[config.mk]
export PLATFORM = sky130hd
export DESIGN_NAME = pwm_swap_timer
export DESIGN_NICKNAME = d
export VERILOG_FILES = /design/src/rtl/pwm_swap_pkg.sv /design/src/rtl/swt_edge_sync.sv /design/src/rtl/pwm_tick_counter.sv /design/src/rtl/pwm_swap_timer.sv
export SDC_FILE = /design/constraint.sdc
export NUM_CORES = 1
export LEC_CHECK = 0
export BUFFER_PORTS_ARGS = -buffer_cell sky130_fd_sc_hd__buf_4
export CAP_MARGIN = 30
export CORE_ASPECT_RATIO = 1.5
export CORE_MARGIN = 5
export CORE_UTILIZATION = 40
export DETAILED_ROUTE_END_ITERATION = 8
export PLACE_DENSITY = 0.62
export SYNTH_ARGS = -nofsm -noshare
export SYNTH_HDL_FRONTEND = slang
export SYNTH_HIERARCHICAL = 1
export SYNTH_SLANG_ARGS = --single-unit
[constraint.sdc]
create_clock -name clk -period 3.3 [get_ports clk]
set_clock_uncertainty 0.15 [all_clocks]
set_input_delay 0.33 -clock clk [delete_from_list [all_inputs] [get_ports clk]]
set_output_delay 0.33 -clock clk [all_outputs]
set_load 0.01 [all_outputs]
[src/rtl/pwm_swap_pkg.sv]
package pwm_swap_pkg;
    parameter int unsigned CW = 16;

    typedef logic [CW-1:0] cnt_t;

    typedef struct packed {
        cnt_t cnt;
        logic tc;
        logic match;
    } core_state_t;

    typedef struct packed {
        cnt_t period;
        cnt_t act;
        cnt_t bufv;
        logic pend;
    } ctl_state_t;
endpackage

[src/rtl/swt_edge_sync.sv]
module swt_edge_sync #(
    parameter int unsigned SYNC_STAGES = 2
) (
    input  logic clk,
    input  logic rst_n,
    input  logic din,
    output logic rise
);
    localparam int unsigned DEPTH = SYNC_STAGES + 1;

    logic [DEPTH-1:0] sh_d, sh_q;

    always_comb begin
        sh_d = {sh_q[DEPTH-2:0], din};
    end

    always_ff @(posedge clk or negedge rst_n) begin
        if (!rst_n) sh_q <= '0;
        else        sh_q <= sh_d;
    end

    // Newest synchronized sample high, previous one low.
    assign rise = sh_q[SYNC_STAGES-1] & ~sh_q[SYNC_STAGES];
endmodule

[src/rtl/pwm_tick_counter.sv]
module pwm_tick_counter
    import pwm_swap_pkg::*;
(
    input  logic clk,
    input  logic rst_n,
    input  logic run,
    input  logic tick,
    input  cnt_t period,
    input  cnt_t cmp,
    output logic wrap,
    output cnt_t count,
    output logic tc,
    output logic match
);
    core_state_t s_d, s_q;

    always_comb begin
        s_d       = s_q;
        s_d.tc    = 1'b0;
        s_d.match = 1'b0;
        wrap      = run && tick && (s_q.cnt >= period);
        if (!run) begin
            s_d.cnt = '0;
        end else if (tick) begin
            s_d.cnt   = wrap ? '0 : cnt_t'(s_q.cnt + 1'b1);
            s_d.tc    = wrap;
            s_d.match = (s_d.cnt == cmp);
        end
    end

    always_ff @(posedge clk or negedge rst_n) begin
        if (!rst_n) s_q <= '0;
        else        s_q <= s_d;
    end

    assign count = s_q.cnt;
    assign tc    = s_q.tc;
    assign match = s_q.match;
endmodule

[src/rtl/pwm_swap_timer.sv]
module pwm_swap_timer
    import pwm_swap_pkg::*;
#(
    parameter int unsigned SYNC_STAGES = 2
) (
    input  logic          clk,
    input  logic          rst_n,
    input  logic          enable,
    input  logic          cnt_tick,
    input  logic          switch_in,
    input  logic          period_we,
    input  logic [CW-1:0] period_wdata,
    input  logic          cmp_we,
    input  logic [CW-1:0] cmp_wdata,
    input  logic          buf_we,
    input  logic [CW-1:0] buf_wdata,
    output logic          pwm_out,
    output logic          tc_pulse,
    output logic          cmp_match
);
    ctl_state_t c_d, c_q;
    logic       sw_rise;
    logic       wrap;
    cnt_t       count;

    // Plain views of the state for the bound checker.
    cnt_t period_q, act_q, buf_q;
    logic pend_q;
    assign period_q = c_q.period;
    assign act_q    = c_q.act;
    assign buf_q    = c_q.bufv;
    assign pend_q   = c_q.pend;

    swt_edge_sync #(.SYNC_STAGES(SYNC_STAGES)) u_sync (
        .clk  (clk),
        .rst_n(rst_n),
        .din  (switch_in),
        .rise (sw_rise)
    );

    pwm_tick_counter u_core (
        .clk   (clk),
        .rst_n (rst_n),
        .run   (enable),
        .tick  (cnt_tick),
        .period(c_q.period),
        .cmp   (c_q.act),
        .wrap  (wrap),
        .count (count),
        .tc    (tc_pulse),
        .match (cmp_match)
    );

    always_comb begin
        c_d = c_q;
        if (period_we) c_d.period = period_wdata;
        if (!enable) begin
            c_d.pend = 1'b0;
            if (cmp_we) c_d.act = cmp_wdata;
        end else begin
            if (wrap && c_q.pend) begin
                c_d.act  = c_q.bufv;
                c_d.bufv = c_q.act;
                c_d.pend = 1'b0;
            end
            if (sw_rise) c_d.pend = 1'b1;
        end
        if (buf_we) c_d.bufv = buf_wdata;
    end

    always_ff @(posedge clk or negedge rst_n) begin
        if (!rst_n) c_q <= '0;
        else        c_q <= c_d;
    end

    assign pwm_out = enable && (c_q.period != '0) && (count < c_q.act);
endmodule

---- Word-level counts from Yosys, hierarchy flattened ----
Cells that the tools add are included.
word-level totals
  output and inout bits ................... 3
  flip-flop bits (word level) ............. 70
cells by class
  $lt $le $gt $ge ......................... 2
  bitwise gates (word level) .............. 2
  reductions and logical operators ........ 11
  equality and inequality tests ........... 4
  $add $sub $neg .......................... 1
  multiplexer cells ....................... 11
operator list
  kind                   number
  $mux 16                6
  $mux 33                1
  $mux 18                1
  $add 16x1->16 const B  1
  $eq 16x16->1           1
  $ge 16x16->1           1
  $lt 16x16->1           1
  $reduce_bool 16->1     1
  $reduce_bool 2->1      3
  $logic_and 1x1->1      5
  $ne 2x1->1 const B     2
  $reduce_and 2->1       2
  $ne 3x1->1 const B     1
  $mux 1                 2
  $mux 2                 1
  $and 1x1->1            1
  $not 1->1              1

---- Logic depth before layout (Yosys ltp) ----
Gate-level depths: netlist (run 1).
  depth in word-level cells ............... 6
  depth in mapped cells ................... 13
  gate-level depth less buffers ........... 10

---- Modules after synthesis ----
The synthesis (run 1) kept the hierarchy.
by module, submodules not included
  module            area each (um^2)  sequential area each (um^2)  times used  cells each
  pwm_swap_timer    2522.4            1226.2                       1           251
  pwm_tick_counter  2055.7            450.4                        1           258
  swt_edge_sync     88.8              75.1                         1           4

---- Worst setup path before layout (run 1) ----
Ideal clock, no wire load.
  path type ............................... register to register
  start ................................... register u_core.s_q (netlist bit u_core/count[15])
  end ..................................... register c_q (netlist bit buf_q[11])
  path buffers ............................ 3
  arrival ................................. 2.926 ns
  setup slack ............................. 0.089 ns
  stages on the path, launching flop included .. 12
  period minus slack after synthesis ...... 3.211 ns
  setup time .............................. 0.135 ns
  required time ........................... 3.015 ns
  path through ............................ dfrtp_1 > ha_1 > nand4_1 > or3_1 > or4_4 > a31oi_4 > buf_6 > buf_6 > nand3_1 > clkbuf_1 > a21oi_1 > o21ai_0
between the ends
  word-level cells in the longest chain between the ends .. 5
ends and longest elaborated chain
  item                         line                    text
  from (decl)                  pwm_tick_counter.sv:15  core_state_t s_d, s_q;
  from (signal assigned)       pwm_tick_counter.sv:32  if (!rst_n) s_q <= '0;
  from (signal assigned)       pwm_tick_counter.sv:33  else s_q <= s_d;
  $ge 16x16->1                 pwm_tick_counter.sv:21  wrap = run && tick && (s_q.cnt >= period);
  $logic_and 1x1->1            pwm_tick_counter.sv:21
  named net wrap               pwm_swap_timer.sv:23    logic wrap;
  $logic_and 1x1->1            pwm_swap_timer.sv:61    if (wrap && c_q.pend) begin
  $reduce_bool 2->1 (no line)  -
  $reduce_and 2->1 (no line)   -
  to (signal assigned)         pwm_swap_timer.sv:72    if (!rst_n) c_q <= '0;
  to (signal assigned)         pwm_swap_timer.sv:73    else c_q <= c_d;
  to (decl)                    pwm_swap_timer.sv:21    ctl_state_t c_d, c_q;
The timed path passes the listed nets, and every way through them passes these cells.
A chain may end at the register's enable or synchronous reset.

==> impl_summary.md, run 1 <==
Clocking
The maximum root-to-sink buffer count is 2. After clock tree synthesis, the clock-pin slew on the worst setup and hold paths is approximately 0.050 ns. At the later pin of the worst-skew pair, clock insertion delay measures roughly 0.34 ns.

CTS placed an instance of sky130_fd_sc_hd__clkbuf_16 at the clock tree root. The number of CTS-inserted buffers is 9. The clock tree synthesis step divided the H-tree into 3 levels. Clock tree synthesis found a total of 70 sinks. The TritonCTS clock tree is built.

Logic synthesis
Of the post-synthesis cell area, the dominant cell type holds between 30% and 40%. The post-synthesis cell count is just over 500. Each instance of the synthesized netlist takes up on average just over 9 um^2.

The dominant cell type by area after synthesis is sky130_fd_sc_hd__dfrtp_1. Counting distinct cell types in the post-synthesis netlist gives between 60 and 70. After Yosys synthesis, and, or, nand and nor cells account for between 15 and 20% of the synthesized area.

The synthesized netlist devotes between 3 and 4% of its cell area to XOR and XNOR gates. The combinational family with the most area after synthesis is compound AO/OA/AOI/OAI gates. The total nets after synthesis is between 600 and 700. The most used flip-flop cell after synthesis is sky130_fd_sc_hd__dfrtp_1. The post-synth design cell area is about 4700 um^2. After Yosys synthesis, full adders, half adders and majority gates account for around 8.6% of the synthesized area.

In the post-synthesis netlist, the biggest area contributors are sky130_fd_sc_hd__dfrtp_1 38%, sky130_fd_sc_hd__ha_1 8.6%, sky130_fd_sc_hd__a21oi_1 4.5%. The Yosys step of the flow raised 6 warnings. The synthesized flop and latch total is 70. The number of synthesized flops with an enable pin is 0. In the synthesized netlist, mux cells make up under 10% of the area.

The portion of the post-synthesis area used by sequential elements is between 30% and 40%. The proportion of synthesized flip-flops having asynchronous set or reset is between 90% and 100%. The share of the synthesized area in compound gates (AO/OA/AOI/OAI) is between 10% and 20%.

Routing
Using the TritonRoute via totals, the vias-per-cell ratio works out to about 5.5. Detailed routing inserted a total of ~4100 vias. The first detailed-routing pass took 5 iterations. In the final routed layout, each cell accounts on average for between 15 and 20 um. In this run, the number of DRC markers left after iteration 0 of detailed routing was around 180.

For this run, design rule violations remaining after detail routing come to 0. The detail route stage leaves a number of antenna-violating nets equal to 0. After detailed routing, the total wire length is between 10 and 15 mm.

Floorplan
The die extent in x is ~98 um. The total die area is around 14000 um^2. The core region is ~11000 um^2.

Once the floorplan was initialized, standard cells occupied just over 40% of the core. For this design the top-level I/O count stands at between 50 and 60. The vertical extent of the die is around 140 um. The floorplan has 48 rows.

Final layout
The number of standard cells in the layout, taps in and fillers out is 739. The fraction of final layout cells with drive strength greater than 1 is between 20% and 30%. The net total in the final layout is approximately 670. The layout filler cell count is ~1100. The library cells used most frequently in the layout, excluding fill and tap cells, are 88 x sky130_fd_sc_hd__buf_4, 70 x sky130_fd_sc_hd__dfrtp_1, 44 x sky130_fd_sc_hd__nor2_1. The register area is approximately 1800 um^2. In the final layout, the multi-input gates occupy roughly 2700 um^2. The count of antenna diodes in the layout is 0. The commonest non-fill, non-tap cell in the layout is sky130_fd_sc_hd__buf_4.

The area added between synthesis and finish is 21.5%. At the end of the flow the core is filled with cells to between 40% and 50%.

Outcome
The run finished, with violations left. The checks that failed: negative hold slack.

GRT
The number of antenna violations at the first check in global routing is 0. The number of global-route vias before repair is between 4000 and 5000. After global routing the overflow that remains totals 0. The total global routing track utilization is around 18%. The largest net degree at the start of global routing is 71.

The first-pass GRT wire length is ~20 mm.

Timing
Setup slack on the critical path of the routed design comes to just over 0.07 ns. The shortest clock period the worst path allows after layout is 3.23 ns. For the pin with the worst max-slew slack, the measured transition is 0.882 ns. In this run the tightest slew margin relative to its limit is approximately two fifths. The worst slack on hold paths is -0.0300 ns. The final number of hold-violating endpoints was between 60 and 70. The total negative setup slack is 0 ns.

After layout, the worst path uses a little under 100% of the clock period. Setup violations remaining at the end of the flow were counted as 0. The fmax is slightly above 300 MHz. The count of final max-slew check failures is 0.

Critical path
The startpoint of the lowest-slack register-to-register path is u_core/count[14]. STA classifies the critical path startpoint as a flip-flop. The endpoint kind of the worst setup timing path is a flip-flop.

At the worst endpoint, the required time is ~3.4 ns. Data arrives at the worst endpoint at ~3.3 ns. By startpoint and endpoint, the worst setup path is classified as flip-flop to flip-flop. The endpoint of the worst setup timing path is u_core/match. The most critical setup path has its startpoint at u_core/count[14]. The endpoint identified for the worst register-to-register timing path is u_core/match.

The slack of the worst reg-to-reg path is between 0.07 and 0.08 ns. Of all nets on the critical path, the largest fanout is 7. Measured in cells, the most critical reg-to-reg path has a length of 9.

Placement
The global placer's final weighted congestion is between 0.9 and 1. The number of port buffers is 58. The minimum setup slack after placement is -0.143 ns. In this run, placement finished with an instance count of around 720. Detailed placement ended at an HPWL of around 9.4 mm.

Worst hold path
The kind of path behind the tightest hold check is input pin to async pin.

Power and ir drop
The power density of the placed cells is ~400 nW/um^2. The total leakage power is between 2 and 3 nW. Across the VDD grid, the largest voltage drop is ~0.29 mV.

Job
Max-cap violations in this run came to 0.
==> worst min path at each step <==
stage,startpoint,to,slack [ns]
after floorplan,rst_n,act_q[0],-0.12
after CTS,rst_n,buf_q[15],0.01
after detailed placement,u_sync/sh_q[0],u_sync/sh_q[1],0.19
after global placement,u_sync/sh_q[0],u_sync/sh_q[1],0.19
after global routing,buf_wdata[15],buf_q[15],0.05
final,rst_n,buf_q[13],-0.03
==> per-layer routing <==
layer / GRT usage [%] / wire [um]
met5: 0 / 0
met4: 8.92 / 405
met3: 3.68 / 570
met2: 32.6 / 6450
met1: 20.5 / 4910
==> per-stage QoR <==
step                power (mW)  cell area [um^2]
floorplan                 1.22              4670
global placement          1.36              5360
detailed placement        1.37              5360
CTS                       2.25              5640
global route              2.34              5670
finish                    2.22              5670
==> final cells by class <==
type | instances | area share (%)
inverters | 38 | 2.51
flip-flops and latches | 70 | 30.9
clock buffers | 12 | 4.35
well taps | 150 | 3.31
repair buffers | 90 | 12.0
multi-input cells | 377 | 46.7
clock inverters | 2 | 0.176
==> power breakdown <==
part	internal (mW)	switching, mW	total, mW
Sequential	0.931	0.0823	1.01
Combinational	0.175	0.174	0.349
Clock	0.518	0.343	0.861
Total	1.62	0.599	2.22
==> synth_stat cells, drive strengths merged (6+ instances only) <==
| cell | instances |
|---|---|
| a21boi | 8 |
| a21oi | 42 |
| a22oi | 7 |
| buf | 11 |
| clkbuf | 17 |
| dfrtp | 70 |
| ha | 32 |
| inv | 38 |
| mux2 | 17 |
| mux2i | 19 |
| nand2 | 36 |
| nand3 | 10 |
| nand4 | 10 |
| nor2 | 44 |
| nor2b | 12 |
| nor3 | 12 |
| nor4 | 9 |
| o21ai | 37 |
| xnor2 | 8 |
| xor2 | 6 |
==> flip-flops by register name (all words and copies together), names as in the netlist <==
| signal | count |
|---|---|
| u_sync/sh_q | 3 |
| period_q | 16 |
| u_core/count | 16 |
| buf_q | 16 |
| u_core/match | 1 |
| pend_q | 1 |
| act_q | 16 |
| u_core/tc | 1 |
==> kinds of logic after synthesis <==
logic type,Yosys count
buffers and inverters,66
AND/OR/NAND/NOR,161
flip-flops,70
adder cells (fa/ha/maj),32
AO/OA/AOI/OAI,133
multiplexers,36
XOR/XNOR,15
==> critical path, stage by stage, from the launching register on <==
cell and delay [ns]:
sky130_fd_sc_hd__dfrtp_1 0.41, sky130_fd_sc_hd__ha_1 0.32, sky130_fd_sc_hd__nand4_1 0.15, sky130_fd_sc_hd__or3_4 0.42
sky130_fd_sc_hd__or4_4 0.58, sky130_fd_sc_hd__a31oi_4 0.27, sky130_fd_sc_hd__buf_4 0.17, sky130_fd_sc_hd__mux2_2 0.33
sky130_fd_sc_hd__o211ai_1 0.20, sky130_fd_sc_hd__nor4_2 0.08
==> what timing repair did <==
| action | 4_1_cts | 5_1_grt |
|---|---|---|
| hold buffers | 1 | 0 |
| setup buffers | 0 | 3 |
| endpoints found under the setup margin | 1 | 39 |
| pin swaps | 0 | 2 |
| resized for setup | 2 | 4 |
| endpoints found under the hold margin | 1 | 0 |
(Power assumes the default switching activity.)
==> run 2: changes to the inputs <==
--- a/config.mk
+++ b/config.mk
@@ -9,9 +9,9 @@
 export CAP_MARGIN = 30
 export CORE_ASPECT_RATIO = 1.5
 export CORE_MARGIN = 5
-export CORE_UTILIZATION = 40
+export CORE_UTILIZATION = 50
 export DETAILED_ROUTE_END_ITERATION = 8
-export PLACE_DENSITY = 0.62
+export PLACE_DENSITY = 0.74
 export SYNTH_ARGS = -nofsm -noshare
 export SYNTH_HDL_FRONTEND = slang
 export SYNTH_HIERARCHICAL = 1
==> run 2 against run 1 <==
Against the previous run:
- the run ends with design-rule violations, negative hold slack left
- sequential share of layout area increased by 0.29 points
- utilization grew 12 points
- final cell count fell by 6.8%
- global-route usage grew 3.4 points
- non-clock buffer count is 13 lower
- final area decreased by 0.86%
- combinational power about the same
- hold slack gained 0.0048 ns
- critical path type unchanged
- largest cell class unchanged
==> impl_summary.md, run 2 (synthesized netlist as in run 1, its figures left out) <==
Outcome
The flow ran to the end, but the final reports show violations. The checks that failed: design-rule violations, negative hold slack.

Critical path
The critical path class is flip-flop to flip-flop. The delay of the slowest cell on the worst path came to 0.58 ns (about the same). The signal arrival time at the worst endpoint is 3.25 ns (-0.03 ns). The count of buffer and inverter cells on the critical path is 2 (+1). The signal on the critical path passes through inv_1, ha_4, nand4_1, or3_4, or4_4, a31oi_4, buf_12, mux2_2, o211ai_1, nor4_2. In this design, the largest share of critical-path delay is due to simple AND/OR/NAND/NOR gates. The worst setup path is captured at a flip-flop. The highest fanout seen on the critical path was 11 (+4).

The required time of the worst setup path came to 3.35 ns (about the same). Among all stages on the critical path, the largest delay is contributed by sky130_fd_sc_hd__or4_4. STA classifies the critical path startpoint as a flip-flop.

Clocking
The clock tree root buffer cell is sky130_fd_sc_hd__clkbuf_16. The maximum level of the CTS H-tree is 3 (unchanged). The number of sinks driven by the clock tree is 70 (unchanged). The maximum root-to-sink buffer count came to 2 (unchanged).

The later-pin clock latency in the skew report is 0.33 ns (about the same). The number of CTS-inserted buffers was 9 (unchanged). TritonCTS built the clock tree. The clock-pin slew on the worst setup and hold paths is 0.05 ns (about the same).

Final layout
The layout filler cell count was 783 (-29%). The number of standard cells in the layout, taps in and fillers out came to 689 (-6.8%). In the layout the commonest cells are 72 x sky130_fd_sc_hd__buf_4, 69 x sky130_fd_sc_hd__dfrtp_1, 44 x sky130_fd_sc_hd__nor2_1. The core utilization of the finished layout is 61.1% (+12 points).

The count of antenna diodes in the layout is 0 (unchanged). The commonest non-fill, non-tap cell in the layout is sky130_fd_sc_hd__buf_4. Compared with the post-synthesis result, the final layout area differs by 20.5%.

The net total in the final layout was 661 (-1.9%). The fraction of final layout cells with drive strength greater than 1 came to 20.8% (-1.6 points). The total non-filler cell area in the finished layout is 5620 um^2 (-0.86%).

Routing
The total via count in the routed design came to 4098 (+0.29%). The number of antenna-violating nets in the routed design came to 0 (unchanged). The DRC violations left is 1 (+1). The average vias per placed instance is 5.95 (+7.6%). The number of search-and-repair iterations in the first detailed-routing pass is 8 (+3).

The routed wire length per instance is 17.4 um (+4.4%). The initial DRC count is 333 (+89%). The total routed wirelength is 12.0 mm (-2.6%).

Timing
The count of final max-slew check failures was 0 (unchanged). The fmax was 312 MHz (+0.81%). The pin slew with the least headroom to its limit is 0.884 ns (+0.00280 ns). The worst slack on hold paths came to -0.0253 ns (+0.00477 ns).

The fraction of the cycle the final worst path needs is 97.1% (-0.78 points). Setup repair after global routing left no endpoint under its margin. The final-report setup violation count is 0 (unchanged).

The final number of hold-violating endpoints is 43 (-37%). The tightest slew margin relative to the limit is 41.0% (-0.19 points). The shortest clock period the worst path allows after layout is 3.20 ns (-0.0258 ns). The post-route worst setup slack is 0.0970 ns (+0.0258 ns).

GRT
The total global routing track utilization was 21.6% (+3.4 points). The first-pass GRT wire length came to 19.0 mm (-6.7%). The number of global-route vias before repair is 4023 (-2.9%). The number of antenna violations at the first check in global routing came to 0 (unchanged). The largest net degree at the start of global routing is 71 (unchanged). The leftover overflow at the end of global routing came to 0 (unchanged).

Floorplan
The floorplan core area is 9200 um^2 (-20%). The number of top-level pins is 59 (unchanged). The number of standard-cell rows in the floorplan came to 43 (-10%). The initial cell density of the core is 50.7% (+10 points). The vertical extent of the die was 128 um (-9.8%). The total die area is 11400 um^2 (-18%). The die extent in x is 88.9 um (-9.5%).

Placement
The global placer's final weighted congestion came to 0.904 (-3.2%). The cell area after placement was 5260 um^2 (-2.0%). The post-placement cell count is 672 (-6.8%). The number of port buffers was 58 (unchanged). The minimum setup slack after placement came to -0.0671 ns (+0.0760 ns). The half-perimeter wire length after detailed placement is 8.72 mm (-7.1%).

Power and ir drop
The total leakage power is 2.62 nW (-1.6%). The worst-case vdd ir drop came to 0.307 mV (+7.4%). The power density of the placed cells is 408 nW/um^2 (+4.1%).

Job
The number of max-cap violations is 0 (unchanged).

Worst hold path
The kind of path behind the tightest hold check is input pin to async pin.
-- run 2: metal layers --
metal  up-vias  part of all wire [%]  track usage (%)
met5         -                     0                0
li1       1964                     -                -
met1      1934                    40             24.9
met2       158                    50             36.8
met3        42                   5.9             3.99
met4         0                   4.5             11.9
-- run 2: cell type report --
cell class | count | area (um^2) | share of cell area, %
Clock buffer | 14 | 254 | 4.52
Clock inverter | 1 | 30.0 | 0.534
Inverter | 38 | 143 | 2.54
Multi-Input combinational cell | 377 | 2680 | 47.6
Sequential cell | 70 | 1750 | 31.2
Tap cell | 112 | 140 | 2.49
Timing Repair Buffer | 77 | 627 | 11.1
-- run 2: path summary, 6_finish.rpt --
check                             endpoint            from  slack (ns)  cells past startpoint
setup / recovery              u_core/match    period_q[15]         0.1                     10
hold / removal                 period_q[5]           rst_n       -0.03                      1
setup reg to reg              u_core/match    period_q[15]         0.1                     10
hold reg to reg             u_sync/sh_q[1]  u_sync/sh_q[0]        0.22                      0
max in group asynchronous  u_core/count[0]           rst_n        2.42                      1
min in group clk                 buf_q[10]   buf_wdata[10]        0.05                      3
-- run 2: power by group --
group / internal (mW) / switching, mW / leakage [nW]
clock: 0.602 / 0.329 / 0.137
sequential: 0.931 / 0.0849 / 0.857
combinational: 0.173 / 0.174 / 1.63
total: 1.71 / 0.588 / 2.62
-- run 2: through the flow --
stage / hold slack, ns / TNS [ns] / power, mW
after CTS: 0.0129 / 0 / 2.31
final: -0.0253 / 0 / 2.29
after global placement: 0.215 / 0 / 1.35
after detailed placement: 0.213 / -0.0671 / 1.37
after floorplan: -0.116 / 0 / 1.22
after global routing: 0.0564 / 0 / 2.40
-- run 2: what timing repair did --
action	4_1_cts	5_1_grt
hold buffers	1	0
cloned	0	1
setup endpoints to repair	1	12
pin swaps	0	1
hold endpoints to repair	1	0
gates resized for setup	1	7
buffers inserted	0	0
==> run 3: changes to the inputs <==
--- a/config.mk
+++ b/config.mk
@@ -5,13 +5,13 @@
 export SDC_FILE = /design/constraint.sdc
 export NUM_CORES = 1
 export LEC_CHECK = 0
-export BUFFER_PORTS_ARGS = -buffer_cell sky130_fd_sc_hd__buf_4
 export CAP_MARGIN = 30
 export CORE_ASPECT_RATIO = 1.5
 export CORE_MARGIN = 5
 export CORE_UTILIZATION = 50
 export DETAILED_ROUTE_END_ITERATION = 8
-export PLACE_DENSITY = 0.74
+export DONT_BUFFER_PORTS = 1
+export PLACE_DENSITY = 0.69
 export SYNTH_ARGS = -nofsm -noshare
 export SYNTH_HDL_FRONTEND = slang
 export SYNTH_HIERARCHICAL = 1
==> run 3 against run 2 <==
Against the previous run:
- the flow now finishes without violations
- utilization down 1.2 points
- routed wire length down 0.72%
- count of clock-buffer cells in the layout down 1
- critical path type unchanged
==> impl_summary.md, run 3 (synthesized netlist as in run 1, its figures left out) <==
Outcome
The run finished with clean final reports.

Routing
The number of search-and-repair iterations in the first detailed-routing pass is 5 (-3). The average vias per placed instance is 5.97 (+0.32%). The total via count in the routed design is 3980 (-2.9%).

The routed wire length per instance was 17.9 um (+2.6%). The initial DRC count is 339 (+1.8%). The DRC violations left was 0 (-1). The number of antenna-violating nets in the routed design is 0 (unchanged). The total routed wirelength is 11.9 mm (-0.72%).

Critical path
The startpoint of the lowest-slack register-to-register path is period_q[14]. The family with the most delay on the worst path is simple AND/OR/NAND/NOR gates. The required time of the worst setup path is 3.36 ns (about the same). The worst register-to-register path ends at u_core/match. The worst setup path is launched from a flip-flop. The total number of cells along the worst setup path is 10 (unchanged). On the critical path, the stage with the largest delay is an instance of sky130_fd_sc_hd__or4_4.

The signal arrival time at the worst endpoint came to 3.26 ns (about the same). The critical path class is flip-flop to flip-flop. The number of cells traversed by the worst register-to-register path is 10 (unchanged). Tracing the worst setup path back leads to its startpoint at period_q[14]. The highest fanout seen on the critical path is 9 (-2). The delay of the slowest cell on the worst path is 0.58 ns (about the same). The slack of the worst reg-to-reg path is 0.1 ns (about the same). The count of buffer and inverter cells on the critical path is 2 (unchanged). The signal on the critical path passes through inv_1, ha_1, nand4_1, or3_4, or4_4, a31oi_4, buf_6, mux2_2, o211ai_1, nor4_2.

The critical path ends at u_core/match. The endpoint kind of the worst setup timing path is a flip-flop.

Power and ir drop
The share of total power in sequential cells came to 45.4% (+1.1 points). The clock power share came to 40.3% (-0.3 points). The portion of total power attributed to combinational logic came to 14.4% (-0.7 points). The total power draw is 2.23 mW (-2.9%).

The fraction of power spent switching nets is 25.8% (+0.18 points). The power density of the placed cells was 404 nW/um^2 (-0.99%). The net switching power of the design is 0.575 mW (-2.2%). The internal portion of total power is 1.65 mW (-3.1%). The worst-case vdd ir drop is 0.317 mV (+3.2%). The total leakage power came to 2.50 nW (-4.8%).

GRT
The met3 track utilization from global routing is 5.02% (+1.0 points). The number of antenna violations at the first check in global routing is 0 (unchanged). After global routing, the most crowded layer is met2. The first-pass GRT wire length is 19.4 mm (+2.5%). The number of global-route vias before repair is 4063 (+0.99%). The fraction of met1 tracks used by global routing came to 26.6% (+1.7 points). The largest net degree at the start of global routing is 71 (unchanged). The leftover overflow at the end of global routing was 0 (unchanged).

The total global routing track utilization is 22.1% (+0.58 points). The met2 usage is 36.7% (-0.13 points).

Placement
The half-perimeter wire length after detailed placement is 8.51 mm (-2.5%). The number of port buffers is 0 (-100%). The minimum setup slack after placement is 0.0962 ns (+0.163 ns). The global placer's final weighted congestion is 0.917 (+1.4%). The post-placement cell count is 617 (-8.2%).

Floorplan
The floorplan core area is 9200 um^2 (unchanged). The total die area is 11400 um^2 (unchanged). The die extent in x is 88.9 um (unchanged). The vertical extent of the die came to 128 um (unchanged). The number of standard-cell rows in the floorplan is 43 (unchanged).

The initial cell density of the core was 50.7% (unchanged). The number of top-level pins is 59 (unchanged).

Final layout
The count of antenna diodes in the layout is 0 (unchanged). The number of standard cells in the layout, taps in and fillers out is 667 (-3.2%). The net total in the final layout was 640 (-3.2%). The fraction of final layout cells with drive strength greater than 1 is 11.9% (-8.9 points).

The commonest non-fill, non-tap cell in the layout is sky130_fd_sc_hd__dfrtp_1. The area added between synthesis and finish is 18.2%. In the layout the commonest cells are 70 x sky130_fd_sc_hd__dfrtp_1, 44 x sky130_fd_sc_hd__nor2_1, 42 x sky130_fd_sc_hd__a21oi_1.

Worst hold path
The kind of path behind the tightest hold check is input pin to flip-flop.

Clocking
The clock tree root buffer cell is sky130_fd_sc_hd__clkbuf_16. The clock-pin slew on the worst setup and hold paths is 0.05 ns (about the same). TritonCTS built the clock tree.

The maximum level of the CTS H-tree came to 3 (unchanged). The later-pin clock latency in the skew report came to 0.33 ns (about the same). The number of sinks driven by the clock tree came to 70 (unchanged).

The maximum root-to-sink buffer count is 2 (unchanged). The number of CTS-inserted buffers is 9 (unchanged).

Timing
The fmax is 312 MHz (about the same). The final number of hold-violating endpoints is 0 (-100%). The final-report setup violation count is 0 (unchanged). The count of final max-slew check failures was 0 (unchanged). The shortest clock period the worst path allows after layout is 3.20 ns (-0.00229 ns). The total negative setup slack was 0 ns (unchanged).

The tightest slew margin relative to the limit is 43.0% (+2.0 points). The post-route worst setup slack is 0.0992 ns (+0.00229 ns). The fraction of the cycle the final worst path needs is 97.0% (about the same).

The pin slew with the least headroom to its limit is 0.852 ns (-0.0327 ns). The worst slack on hold paths is 0.00431 ns (+0.0296 ns).

Job
The number of max-cap violations is 0 (unchanged).
## run 3: power groups by stage
stage | sequential (mW) | clock, mW | combinational (mW)
finish | 1.01 | 0.897 | 0.320
global route | 1.02 | 0.943 | 0.367
global placement | 1.02 | 0 | 0.244
floorplan | 0.997 | 0 | 0.223
detailed placement | 1.03 | 0 | 0.254
CTS | 1.01 | 0.911 | 0.317
## run 3: repair_timing
item	in CTS	in global routing
resized for setup	0	5
setup endpoints to repair	0	29
setup buffers	0	0
hold buffers	35	1
endpoints found under the hold margin	114	1
## run 3: worst min-delay path by stage
stage               startpoint     endpoint  depth (start not counted)
floorplan                rst_n     act_q[0]                          0
global placement         rst_n  period_q[5]                          0
detailed placement       rst_n  period_q[4]                          0
CTS                  period_we  period_q[0]                          1
global route         period_we  period_q[8]                          1
finish               period_we  period_q[5]                          1
## run 3: area by class of cell
type | count | area, um^2
inverter | 38 | 143
clock inverter | 1 | 5.00
timing repair buffer | 56 | 544
clock buffer | 13 | 270
multi-input combinational | 377 | 2660
tap | 112 | 140
sequential | 70 | 1750
fill | 773 | 3690
## run 3: per-layer routing
layer	share of wire, %	wire length, um	vias up
li1	-	-	1921
met1	40	4810	1886
met2	50	5960	137
met3	6.0	720	36
met4	3.6	432	0
met5	0	0	-
## run 3: per-stage QoR
stage	instance area (um^2)	utilization [%]
finish	5510	59.9
global route	5510	59.9
CTS	5480	59.5
detailed placement	4830	52.5
global placement	4830	52.5
floorplan	4670	-
